### src/rtl/tcg_pkg.sv
// Shared geometry constants and types for the transmit channel timing
// generator. Assumes at most 32 channels of 8 bits per frame.
package tcg_pkg;

    localparam int TCG_MAX_CH      = 32;
    localparam int TCG_BITS_PER_CH = 8;
    localparam int TCG_CH_W        = $clog2(TCG_MAX_CH);
    localparam int TCG_BIT_W       = $clog2(TCG_BITS_PER_CH);

    typedef enum logic {
        MODE_T1 = 1'b0,
        MODE_E1 = 1'b1
    } line_mode_e;

    typedef struct packed {
        logic                 fbit;
        logic [TCG_CH_W-1:0]  chan;
        logic [TCG_BIT_W-1:0] bitn;
    } slot_pos_t;

endpackage

### src/rtl/tcg_slot_counter.sv
// Frame position counter. It tracks the framing bit, the channel and the bit
// within the channel. It restarts on frame sync or at the end of a frame, and
// it latches the line mode only at those restarts.
// Assumes T1_CHANS <= E1_CHANS <= TCG_MAX_CH.
module tcg_slot_counter
    import tcg_pkg::*;
#(
    parameter int T1_CHANS = 24,
    parameter int E1_CHANS = TCG_MAX_CH
) (
    input  logic       clk,
    input  logic       rst_n,
    input  logic       fsync_i,
    input  line_mode_e mode_i,
    output slot_pos_t  pos_o,
    output line_mode_e mode_o
);

    localparam logic [TCG_CH_W-1:0]  T1_LAST  = TCG_CH_W'(T1_CHANS - 1);
    localparam logic [TCG_CH_W-1:0]  E1_LAST  = TCG_CH_W'(E1_CHANS - 1);
    localparam logic [TCG_BIT_W-1:0] LSB_SLOT = TCG_BIT_W'(TCG_BITS_PER_CH - 1);

    slot_pos_t             pos_q;
    line_mode_e            mode_q;
    logic [TCG_CH_W-1:0]   last_chan;
    logic                  frame_end;
    logic                  restart;

    // First position of a frame for a given mode.
    function automatic slot_pos_t start_pos(input line_mode_e m);
        slot_pos_t p;
        p.fbit = (m == MODE_T1);
        p.chan = '0;
        p.bitn = '0;
        return p;
    endfunction

    // Detect the last bit of the frame and any restart.
    always_comb begin
        last_chan = (mode_q == MODE_E1) ? E1_LAST : T1_LAST;
        frame_end = !pos_q.fbit && (pos_q.bitn == LSB_SLOT) && (pos_q.chan == last_chan);
        restart   = fsync_i || frame_end;
    end

    // Advance the position; latch the mode at each frame start.
    always_ff @(posedge clk) begin
        if (!rst_n) begin
            mode_q <= mode_i;
            pos_q  <= start_pos(mode_i);
        end else if (restart) begin
            mode_q <= mode_i;
            pos_q  <= start_pos(mode_i);
        end else if (pos_q.fbit) begin
            pos_q.fbit <= 1'b0;
            pos_q.chan <= '0;
            pos_q.bitn <= '0;
        end else if (pos_q.bitn == LSB_SLOT) begin
            pos_q.bitn <= '0;
            pos_q.chan <= pos_q.chan + 1'b1;
        end else begin
            pos_q.bitn <= pos_q.bitn + 1'b1;
        end
    end

    assign pos_o  = pos_q;
    assign mode_o = mode_q;

    AST_T1_CHAN_LIMIT: assert property (@(posedge clk) disable iff (!rst_n)
        (mode_q == MODE_T1) |-> (pos_q.chan <= T1_LAST));

    AST_MODE_HOLD: assert property (@(posedge clk) disable iff (!rst_n)
        (pos_q.chan != '0 || pos_q.bitn != '0) |-> $stable(mode_q));

    AST_E1_NO_FBIT: assert property (@(posedge clk) disable iff (!rst_n)
        (mode_q == MODE_E1) |-> !pos_q.fbit);

endmodule

### src/rtl/tcg_chan_mask.sv
// Per-channel block and gate masks, loaded through a synchronous parallel
// write port. Assumes one write per cycle; wr_sel_i picks the target.
module tcg_chan_mask
    import tcg_pkg::*;
#(
    parameter int NUM_CH = TCG_MAX_CH
) (
    input  logic              clk,
    input  logic              rst_n,
    input  logic              wr_en_i,
    input  logic              wr_sel_i,
    input  logic [NUM_CH-1:0] wr_data_i,
    output logic [NUM_CH-1:0] blk_mask_o,
    output logic [NUM_CH-1:0] gate_mask_o
);

    logic [NUM_CH-1:0] blk_q;
    logic [NUM_CH-1:0] gate_q;

    // Clear on reset; load the selected mask on a write strobe.
    always_ff @(posedge clk) begin
        if (!rst_n) begin
            blk_q  <= '0;
            gate_q <= '0;
        end else if (wr_en_i) begin
            if (wr_sel_i) begin
                gate_q <= wr_data_i;
            end else begin
                blk_q <= wr_data_i;
            end
        end
    end

    assign blk_mask_o  = blk_q;
    assign gate_mask_o = gate_q;

    AST_BLK_WRITE: assert property (@(posedge clk) disable iff (!rst_n)
        (wr_en_i && !wr_sel_i) |=> (blk_q == $past(wr_data_i)));

    AST_GATE_WRITE: assert property (@(posedge clk) disable iff (!rst_n)
        (wr_en_i && wr_sel_i) |=> (gate_q == $past(wr_data_i) && $stable(blk_q)));

endmodule

### src/rtl/tcg_chan_out.sv
// Per-channel output stage. It decodes the current channel to a one-hot
// select, picks that channel's mask bits, and forms the channel clock (LSB
// strobe or gated bit clock) and the block output. Outputs are quiet during
// the framing bit. Assumes pos_i changes only on rising edges of bit_clk.
module tcg_chan_out
    import tcg_pkg::*;
#(
    parameter int NUM_CH = TCG_MAX_CH
) (
    input  logic              bit_clk,
    input  slot_pos_t         pos_i,
    input  logic [NUM_CH-1:0] blk_mask_i,
    input  logic [NUM_CH-1:0] gate_mask_i,
    output logic              chclk_o,
    output logic              chblk_o
);

    localparam logic [TCG_BIT_W-1:0] LSB_SLOT = TCG_BIT_W'(TCG_BITS_PER_CH - 1);

    logic [NUM_CH-1:0] chan_sel;
    logic              gate_hit;
    logic              blk_hit;
    logic              lsb_now;
    logic              slot_active;

    // One-hot decode of the current channel index.
    for (genvar g = 0; g < NUM_CH; g++) begin : g_sel
        assign chan_sel[g] = (pos_i.chan == TCG_CH_W'(g));
    end

    // Select the channel's mask bits and form both outputs.
    always_comb begin
        gate_hit    = |(chan_sel & gate_mask_i);
        blk_hit     = |(chan_sel & blk_mask_i);
        lsb_now     = (pos_i.bitn == LSB_SLOT);
        slot_active = !pos_i.fbit;
        chclk_o     = slot_active && (gate_hit ? bit_clk : lsb_now);
        chblk_o     = slot_active && blk_hit;
    end

endmodule

### src/rtl/tcg_ser_capture.sv
// Captures serial transmit data on the falling edge of the bit clock.
// Assumes ser_i is stable around the falling edge.
module tcg_ser_capture (
    input  logic clk,
    input  logic rst_n,
    input  logic ser_i,
    output logic ser_o
);

    logic ser_q;

    // Falling-edge sample with synchronous clear.
    always_ff @(negedge clk) begin
        if (!rst_n) begin
            ser_q <= 1'b0;
        end else begin
            ser_q <= ser_i;
        end
    end

    assign ser_o = ser_q;

endmodule

### src/rtl/tx_chan_timer.sv
// Top of the transmit channel timing generator. It ties the position counter,
// the mask registers, the per-channel output stage and the serial data capture
// together. Assumes clk is the transmit bit clock of the selected line mode.
module tx_chan_timer
    import tcg_pkg::*;
#(
    parameter int T1_CHANS = 24,
    parameter int E1_CHANS = TCG_MAX_CH
) (
    input  logic                  clk,
    input  logic                  rst_n,
    input  logic                  fsync_i,
    input  logic                  mode_e1_i,
    input  logic                  wr_en_i,
    input  logic                  wr_sel_i,
    input  logic [TCG_MAX_CH-1:0] wr_data_i,
    input  logic                  ser_i,
    output logic                  chclk_o,
    output logic                  chblk_o,
    output logic                  ser_o,
    output logic                  fbit_o,
    output logic [TCG_CH_W-1:0]   chan_o,
    output logic [TCG_BIT_W-1:0]  bit_o
);

    slot_pos_t             pos;
    line_mode_e            mode_act;
    logic [TCG_MAX_CH-1:0] blk_mask;
    logic [TCG_MAX_CH-1:0] gate_mask;

    tcg_slot_counter #(
        .T1_CHANS (T1_CHANS),
        .E1_CHANS (E1_CHANS)
    ) u_counter (
        .clk     (clk),
        .rst_n   (rst_n),
        .fsync_i (fsync_i),
        .mode_i  (line_mode_e'(mode_e1_i)),
        .pos_o   (pos),
        .mode_o  (mode_act)
    );

    tcg_chan_mask #(
        .NUM_CH (TCG_MAX_CH)
    ) u_mask (
        .clk         (clk),
        .rst_n       (rst_n),
        .wr_en_i     (wr_en_i),
        .wr_sel_i    (wr_sel_i),
        .wr_data_i   (wr_data_i),
        .blk_mask_o  (blk_mask),
        .gate_mask_o (gate_mask)
    );

    tcg_chan_out #(
        .NUM_CH (TCG_MAX_CH)
    ) u_out (
        .bit_clk     (clk),
        .pos_i       (pos),
        .blk_mask_i  (blk_mask),
        .gate_mask_i (gate_mask),
        .chclk_o     (chclk_o),
        .chblk_o     (chblk_o)
    );

    tcg_ser_capture u_ser (
        .clk   (clk),
        .rst_n (rst_n),
        .ser_i (ser_i),
        .ser_o (ser_o)
    );

    assign fbit_o = pos.fbit;
    assign chan_o = pos.chan;
    assign bit_o  = pos.bitn;

    AST_FSYNC_RESTART: assert property (@(posedge clk) disable iff (!rst_n)
        fsync_i |=> (chan_o == '0 && bit_o == '0));

    AST_FBIT_SILENT: assert property (@(posedge clk) disable iff (!rst_n)
        fbit_o |-> (!chblk_o && !chclk_o));

    AST_STROBE_AT_LSB: assert property (@(posedge clk) disable iff (!rst_n)
        (chclk_o && !gate_mask[chan_o]) |-> (bit_o == TCG_BIT_W'(TCG_BITS_PER_CH - 1)));

    AST_FBIT_MODE: assert property (@(posedge clk) disable iff (!rst_n)
        fbit_o |-> (mode_act == MODE_T1));

endmodule

### config.mk
export PLATFORM = sky130hd
export DESIGN_NAME = tx_chan_timer
export DESIGN_NICKNAME = d
export VERILOG_FILES = /design/src/rtl/tcg_pkg.sv /design/src/rtl/tcg_slot_counter.sv /design/src/rtl/tcg_chan_mask.sv /design/src/rtl/tcg_chan_out.sv /design/src/rtl/tcg_ser_capture.sv /design/src/rtl/tx_chan_timer.sv
export SDC_FILE = /design/constraint.sdc
export NUM_CORES = 1
export LEC_CHECK = 0
export ABC_CLOCK_PERIOD_IN_PS = 2100
export BUFFER_PORTS_ARGS = -buffer_cell sky130_fd_sc_hd__buf_2
export CAP_MARGIN = 20
export CORE_MARGIN = 1.5
export CORE_UTILIZATION = 52
export DETAILED_ROUTE_END_ITERATION = 10
export PLACE_DENSITY = 0.73
export SLEW_MARGIN = 5
export SYNTH_ARGS = -nofsm -noshare
export SYNTH_HDL_FRONTEND = slang
export SYNTH_HIERARCHICAL = 1
export SYNTH_SLANG_ARGS = --single-unit
### constraint.sdc
create_clock -name clk -period 2.1 [get_ports clk]
set_input_delay 0.42 -clock clk [delete_from_list [all_inputs] [get_ports clk]]
set_output_delay 0.42 -clock clk [all_outputs]
set_load 0.005 [all_outputs]
==> results of run 1 <==
## worst max path at each step
stage | cells past startpoint | start | slack [ns] | end
after floorplan | 7 | u_counter/pos_o[5] | 0.05 | chblk_o
after global placement | 9 | u_counter/pos_o[7] | -0.08 | chblk_o
after detailed placement | 8 | u_counter/pos_o[3] | -0.23 | chclk_o
after CTS | 8 | u_counter/pos_o[3] | -0.58 | chclk_o
after global routing | 8 | u_counter/pos_o[7] | -0.73 | chclk_o
final | 8 | u_counter/pos_o[7] | -0.61 | chclk_o
## registers in the layout (all words and copies together), names as in the netlist
register            cells
u_counter/pos_o         9
u_mask/blk_mask_o      32
u_mask/gate_mask_o     32
u_counter/mode_o        1
u_ser/ser_o             1
## cell usage after synthesis (all sizes together) (2+ instances only)
cell / count
nand4: 3
ha: 3
dfxtp: 74
xnor2: 2
inv: 2
nor3b: 8
clkbuf: 2
a22oi: 3
nand2: 104
o211ai: 2
mux2: 8
a31o: 2
nor3: 2
nand2b: 4
nand4b: 3
or3b: 2
nand3: 13
a31oi: 5
nor2: 7
mux2i: 77
nand3b: 3
buf: 30
and2: 3
o21ai: 4
a21oi: 11
nor2b: 7
## layout make-up
| type | count | area [sq um] | area share [%] |
|---|---|---|---|
| Sequential cell | 75 | 1530 | 33.9 |
| Timing Repair Buffer | 81 | 538 | 12.0 |
| Tap cell | 96 | 120 | 2.67 |
| Inverter | 1 | 3.75 | 0.0834 |
| Clock inverter | 2 | 8.76 | 0.195 |
| Clock buffer | 19 | 233 | 5.17 |
| Multi-Input combinational cell | 294 | 2070 | 46.1 |
## kinds of logic after synthesis
group / count (synthesis) / synth area share [%]
AO/OA/AOI/OAI: 39 / 7.65
XOR/XNOR: 3 / 0.702
adder cells (fa/ha/maj): 3 / 1.00
buffers and inverters: 34 / 6.55
flip-flops: 75 / 40.4
multiplexers: 85 / 23.1
AND/OR/NAND/NOR: 164 / 20.6
## power breakdown
group	switching (mW)	internal (mW)
registers	0.0485	1.49
logic	0.132	0.124
clock network	0.536	0.687
## layer usage
metal  track usage [%]  up-vias
li1                  -     1527
met5                 0        -
met2              43.7       78
met1              31.1     1453
met4              9.09        0
met3              6.22       13
## through the flow
stage / TNS, ns / total power, mW / hold slack, ns
finish: -1.35 / 3.02 / 0.131
global route: -1.64 / 3.15 / 0.127
CTS: -1.32 / 3.03 / 0.126
detailed placement: -0.330 / 1.84 / 0.450
global placement: -0.151 / 1.83 / 0.444
floorplan: 0 / 1.75 / 0.429
## timing repair
action | 4_1_cts | 5_1_grt
pin swaps | 6 | 5
gates resized for setup | 19 | 11
gates cloned | 0 | 0
endpoints found under the setup margin | 3 | 3
hold buffers | 0 | 0
setup buffers | 3 | 0
==> reports/qor.yml, run 1 <==
path_clk_slew_ns: 0.08
hpwl_microns: 6440
final_cell_mix: "104 x nand2_1, 75 x mux2i_1, 69 x dfxtp_1"
fin_cells: 568
placed_cells: 546
worstHoldStart: "mode_e1_i"
grt-ovfl-total: 0
violations: "setup timing"
hold_end: "u_counter/pos_o[8]"
utilization_pct: 65.5
vias_per_cell: 5.41
fin_area_sq_um: 4500
drcViolationCount: 0
r2r_cells: 5
wl_met3_microns: 367
fill_cells: 577
crit_family: "simple AND/OR/NAND/NOR gates"
placed_area_sq_um: 4140
setup_viol: 3
pin_count: 51
clk_latency_ns: 0.45
hold_viol: 0
portBuffers: 50
path_class: "reg -> out"
avgRoutedWirePerCell_microns: 16.0
ys_warn_count: 6
row_count: 30
fin_crit_sh_pct: 129
nNetsFinal: 509
synth.area.top_cells: "dfxtp_1 40%, mux2i_1 21%, nand2_1 10%"
route.top_layer_used: "met4"
r2r-start: "u_counter/pos_o[0]"
antenna_found_initial: 0
ant_nets: 0
coreArea_sq_um: 6870
crit_required_ns: 1.68
crit_path_start_kind: "register"
drive_gt1_share_pct: 27.8
maxSlewViolCount: 0
hold_path_class: "in -> reg"
synth_ff_type: "dfxtp_1"
netlist-cell-type-count: 52
rsz0062_at_grt: "yes"
final_common_cell: "nand2_1"
grt_pass1_wl_microns: 14800
grt_pass1_vias: 3054
synth_top_cell_by_area: "dfxtp_1"
clock.fmax_ghz: 0.369
synth_area_sq_um: 3740
syn_inst: 403
rr_endpoint: "u_counter/mode_o"
start_util_pct: 54.5
crit_path_end_kind: "primary output"
path_buf_inv: 2
cp_cell_sequence: "buf_12 > or3b_1 > a21o_1 > a21oi_2 > o21ai_0 > nand4_1 > mux2i_1 > buf_2"
maxSlewHeadroom_pct: 67.2
dieArea_sq_um: 7720
synth_top_area_share_pct: 39.6
gp_congestion: 0.916
worst_pin_slew_ns: 0.492
grt_max_degree: 53
syn_to_final_growth_pct: 20.3
synth_edf_count: 1
tritoncts: "done"
drtIter0Drc: 231
die_h_microns: 87.9
syn-num-nets: 445
insertedDiodeCount: 0
yosysSeqAreaShare_pct: 40.4
peakVddDrop_v: 0.000470
slowest_stage: "dfxtp_4"
min_path_cells: 2
maxCapViolCount: 0
firstDrtPassIters: 5
detail_route.wirelength_microns: 9060
synth_async_sr_flop_share_pct: 0
place_ws_ns: -0.233
reg2reg_slack_ns: 0.37
die_w_microns: 87.9
synth_seq_cells: 75
fin_ws_ns: -0.613
finalClockSkew_ns: 0.00523
slowest_delay_ns: 0.38
syn_area_per_cell_sq_um: 9.29
wl_met1_microns: 4010
fin_crit_ns: 2.71
power.density_nw_per_um2: 670
cp.arrival_ns: 2.29
track_usage_pct: 25.5
p_leak_nw: 1.79
status: "complete, but fails checks"
route.met2.wl_microns: 4560
dr_total_vias: 3071
crit_fanout: 11
Power figures use the tool's default switching activity.
==> run 2: changes to the inputs <==
--- a/config.mk
+++ b/config.mk
@@ -5,13 +5,14 @@
 export SDC_FILE = /design/constraint.sdc
 export NUM_CORES = 1
 export LEC_CHECK = 0
-export ABC_CLOCK_PERIOD_IN_PS = 2100
+export ABC_AREA = 1
+export ABC_CLOCK_PERIOD_IN_PS = 2400
 export BUFFER_PORTS_ARGS = -buffer_cell sky130_fd_sc_hd__buf_2
 export CAP_MARGIN = 20
 export CORE_MARGIN = 1.5
 export CORE_UTILIZATION = 52
 export DETAILED_ROUTE_END_ITERATION = 10
-export PLACE_DENSITY = 0.73
+export PLACE_DENSITY_LB_ADDON = 0.25
 export SLEW_MARGIN = 5
 export SYNTH_ARGS = -nofsm -noshare
 export SYNTH_HDL_FRONTEND = slang
==> constraint.sdc (replaced) <==
create_clock -name clk -period 2.4 [get_ports clk]
set_input_delay 0.48 -clock clk [delete_from_list [all_inputs] [get_ports clk]]
set_output_delay 0.48 -clock clk [all_outputs]
set_load 0.005 [all_outputs]
==> run 2 against run 1 <==
Effect of this change: the run still ends with setup timing left; highest routed layer unchanged; largest power group unchanged; non-clock buffer count shrank 18; sequential share of layout area is 0.18 points higher; clock-buffer cell count fell by 2; combinational power is 4% higher; worst setup slack better by 0.42 ns; sequential power is 11% lower; final cell count up 26%; flip-flop and latch count is the same; critical path type unchanged; critical path depth fell by 7.
==> reports/qor.yml, run 2 <==
syn_to_final_growth_pct: 16.7
peakVddDrop_v: 0.000325
antenna_found_initial: 0
status: "complete, but fails checks"
coreArea_sq_um: 7210
hpwl_microns: 6900
reg2reg_slack_ns: 0.85
insertedDiodeCount: 0
row_count: 31
violations: "setup timing"
clk_latency_ns: 0.46
synth_seq_cells: 75
nNetsFinal: 653
drtIter0Drc: 363
hold_end: "u_counter/mode_o"
final_common_cell: "nor2_1"
track_usage_pct: 28.5
cp.arrival_ns: 2.11
synth_area_sq_um: 3840
dr_total_vias: 3952
crit_fanout: 1
crit_family: "flip-flops"
grt_max_degree: 68
synth_ff_type: "dfxtp_1"
placed_cells: 688
path_buf_inv: 1
setup_viol: 4
final_cell_mix: "117 x nor2_1, 73 x nand2_1, 71 x nand3_1"
syn_inst: 570
fin_cells: 714
tritoncts: "done"
path_class: "reg -> out"
power.density_nw_per_um2: 595
yosysSeqAreaShare_pct: 39.3
grt_pass1_vias: 3477
r2r_cells: 6
ys_top_cells_by_count: "122 x nor2_1, 74 x dfxtp_1, 74 x nand2_1"
die_w_microns: 89.0
hold_path_class: "in -> reg"
worstHoldStart: "mode_e1_i"
crit_path_start_kind: "register"
vias_per_cell: 5.54
maxSlewViolCount: 0
drcViolationCount: 0
slowest_delay_ns: 0.31
maxSlewHeadroom_pct: 32.2
path_clk_slew_ns: 0.07
hold_viol: 0
rr_endpoint: "u_counter/mode_o"
rsz0062_at_grt: "yes"
dieArea_sq_um: 7920
place_ws_ns: 0.153
syn-num-nets: 612
grt-ovfl-total: 0
slowest_stage: "dfxtp_2"
synth_top_area_share_pct: 38.5
grt_pass1_wl_microns: 16800
firstDrtPassIters: 5
synth_edf_count: 1
start_util_pct: 53.3
syn_area_per_cell_sq_um: 6.75
crit_required_ns: 1.92
cp_cell_sequence: "buf_6"
synth_top_cell_by_area: "dfxtp_1"
cts_hold_buf: 0
netlist-cell-type-count: 25
gp_congestion: 0.976
detail_route.wirelength_microns: 10600
synth.area.top_cells: "dfxtp_1 39%, nor2_1 12%, nand3_1 9.2%"
min_path_cells: 1
portBuffers: 50
synth_most_common_cell: "nor2_1"
synth_async_sr_flop_share_pct: 0
maxCapViolCount: 0
p_leak_nw: 2.16
finalClockSkew_ns: 0.00768
avgRoutedWirePerCell_microns: 14.9
fin_ws_ns: -0.194
die_h_microns: 89.0
ys_warn_count: 6
worst_pin_slew_ns: 1.01
crit_path_end_kind: "primary output"
utilization_pct: 62.2
drive_gt1_share_pct: 19.5
r2r-start: "u_counter/pos_o[0]"
pin_count: 51
ant_nets: 0
==> run 2: cell types whose count changed in the layout (fill, tap and decap cells not counted), sizes merged, moves of 7 or more <==
cell	delta
a21oi	+23
buf	-18
inv	+58
mux2	-8
mux2i	-76
nand2	-24
nand3	+59
nand4	+32
nor2	+129
nor2b	-7
nor3b	-8
o21ai	+28
==> run 2: how the worst max path moves through the flow <==
stage	start	end	slack, ns	cells after the start
final	u_ser/ser_o	ser_o	-0.19	1
after global routing	u_counter/pos_o[4]	chclk_o	-0.27	12
after CTS	u_ser/ser_o	ser_o	-0.20	1
after detailed placement	u_counter/pos_o[4]	chblk_o	0.15	9
after global placement	u_counter/pos_o[4]	chblk_o	0.24	9
after floorplan	u_ser/ser_o	ser_o	0.42	0
==> run 2: final cells by class <==
type	count	area, sq um
Fill cell	701	2730
Sequential cell	75	1530
Inverter	59	224
Timing Repair Buffer	63	402
Tap cell	99	124
Clock inverter	3	13.8
Multi-Input combinational cell	398	1980
Clock buffer	17	215
==> run 2: timing repair <==
item	in CTS	in global routing
setup buffers	4	4
setup endpoints to repair	4	4
pin swaps	3	9
gates resized for setup	23	13
==> run 2: cells by family (layout without fill, tap and decap cells) <==
group | count (synthesis) | after routing | synth area share [%]
fa+ha+maj | 3 | 3 | 0.976
flops | 75 | 75 | 39.3
compound gates | 66 | 66 | 8.59
mux | 1 | 1 | 0.260
xor+xnor | 4 | 4 | 0.911
buf+inv | 97 | 142 | 11.5
simple gates | 324 | 324 | 38.4
==> run 2: power by group <==
| part | internal [mW] | total [mW] | switching (mW) |
|---|---|---|---|
| combinational | 0.102 | 0.265 | 0.163 |
| clock | 0.561 | 1.03 | 0.474 |
| sequential | 1.32 | 1.37 | 0.0524 |
| total | 1.98 | 2.67 | 0.689 |
==> run 2: layer usage <==
layer,up-vias,part of all wire (%),global-route usage (%)
met5,-,0,0
met2,185,47,45.5
met1,1802,42,35.1
met3,35,7.5,8.96
met4,0,2.8,13.4
li1,1930,-,-
==> run 2: stage by stage <==
step,TNS [ns],hold WS [ns],power (mW),instance area (sq um)
floorplan,0,0.444,1.58,3840
global placement,0,0.445,1.66,4050
detailed placement,0,0.453,1.67,4050
CTS,-0.249,0.203,2.69,4410
global route,-0.601,0.207,2.80,4490
finish,-0.341,0.219,2.67,4490
==> run 3: changes to the inputs <==
--- a/config.mk
+++ b/config.mk
@@ -8,9 +8,10 @@
 export ABC_AREA = 1
 export ABC_CLOCK_PERIOD_IN_PS = 2400
 export BUFFER_PORTS_ARGS = -buffer_cell sky130_fd_sc_hd__buf_2
-export CAP_MARGIN = 20
+export CAP_MARGIN = 0
 export CORE_MARGIN = 1.5
-export CORE_UTILIZATION = 52
+export CORE_UTILIZATION = 54
+export CTS_BUF_LIST = sky130_fd_sc_hd__clkbuf_8
 export DETAILED_ROUTE_END_ITERATION = 10
 export PLACE_DENSITY_LB_ADDON = 0.25
 export SLEW_MARGIN = 5
==> run 3 against run 2 <==
Effect of this change: the run still ends with setup timing left; worst setup slack gained 0.018 ns; non-clock buffer count grew 5; cell area grew 1.1%; flip-flop and latch count is the same; worst hold slack lost 0.0032 ns; critical path type unchanged; largest cell class unchanged; largest power group unchanged.
==> reports/qor.yml, run 3 (synthesis results as in run 2) <==
status: "complete, but fails checks"
violations: "setup timing"
grt_pass1_wl_microns: 16800
crit_path_end_kind: "primary output"
fill_cells: 636
finalClockSkew_ns: 0.00425
vias_per_cell: 5.50
path_buf_inv: 1
pin_count: 51
grt-ovfl-total: 0
drive_gt1_share_pct: 20.6
rsz0062_at_grt: "yes"
fin_area_sq_um: 4540
track_usage_pct: 28.7
cts_hold_buf: 0
multi_input_area_sq_um: 2030
hold_viol: 0
ff_latch_area_sq_um: 1530
avgRoutedWirePerCell_microns: 14.7
antenna_found_initial: 0
firstDrtPassIters: 6
drcViolationCount: 0
path_clk_slew_ns: 0.07
hpwl_microns: 6780
crit_path_start_kind: "register"
syn_to_final_growth_pct: 18.0
maxSlewViolCount: 0
fin_ws_ns: -0.177
drtIter0Drc: 408
dr_total_vias: 3946
placed_cells: 684
dieArea_sq_um: 7640
die_h_microns: 87.4
slowest_delay_ns: 0.28
grt_max_degree: 68
place_ws_ns: 0.176
cp_cell_sequence: "buf_2"
crit_required_ns: 1.92
tritoncts: "done"
setup_viol: 4
placed_area_sq_um: 4040
p_leak_nw: 2.19
portBuffers: 50
crit_fanout: 1
ant_nets: 0
final_common_cell: "nor2_1"
insertedDiodeCount: 0
coreArea_sq_um: 6830
die_w_microns: 87.4
path_class: "reg -> out"
slowest_stage: "dfxtp_1"
reg2reg_slack_ns: 0.83
cp.arrival_ns: 2.10
gp_congestion: 0.981
power.density_nw_per_um2: 579
setup-tns-final_ns: -0.281
hold_path_class: "in -> reg"
row_count: 30
detail_route.wirelength_microns: 10600
nNetsFinal: 658
maxCapViolCount: 0
fin_cells: 717
crit_family: "flip-flops"
maxSlewHeadroom_pct: 30.6
clk_latency_ns: 0.46
peakVddDrop_v: 0.000478
start_util_pct: 56.3
final_cell_mix: "119 x nor2_1, 72 x nand2_1, 70 x dfxtp_1"
worst_pin_slew_ns: 1.04
utilization_pct: 66.4
grt_pass1_vias: 3570
-- run 3: per-stage QoR --
stage / power, mW / hold slack [ns]
global route: 2.76 / 0.204
floorplan: 1.58 / 0.444
finish: 2.63 / 0.216
detailed placement: 1.67 / 0.453
CTS: 2.63 / 0.210
global placement: 1.66 / 0.441
-- run 3: path summary, 6_finish.rpt --
path | start | cells after the start | endpoint
min | mode_e1_i | 1 | u_counter/mode_o
min reg2reg | u_counter/pos_o[0] | 1 | u_counter/pos_o[0]
max | u_ser/ser_o | 1 | ser_o
max reg2reg | u_counter/pos_o[0] | 6 | u_counter/mode_o
-- run 3: final cells by class --
type	instances	share of cell area, %
multi-input cells	398	44.7
repair buffers	68	9.38
clock buffers	14	4.05
well taps	96	2.65
flip-flops and latches	75	33.6
inverters	59	4.94
clock inverters	7	0.662
-- run 3: power by group --
part           total [mW]  switching (mW)  internal (mW)
registers            1.37          0.0535           1.32
logic               0.264           0.164          0.100
clock network       0.992           0.494          0.499
total                2.63           0.712           1.92
-- run 3: timing repair --
action                                  CTS  global route
endpoints found under the setup margin    4             4
pin swaps                                 7            12
resized for setup                        29            16
setup buffers                             8             6
-- run 3: layer usage --
metal / routed length (microns) / GRT usage, %
met4: 227 / 10.1
met2: 4930 / 45.2
met1: 4690 / 37.3
met5: 0 / 0
met3: 723 / 8.44
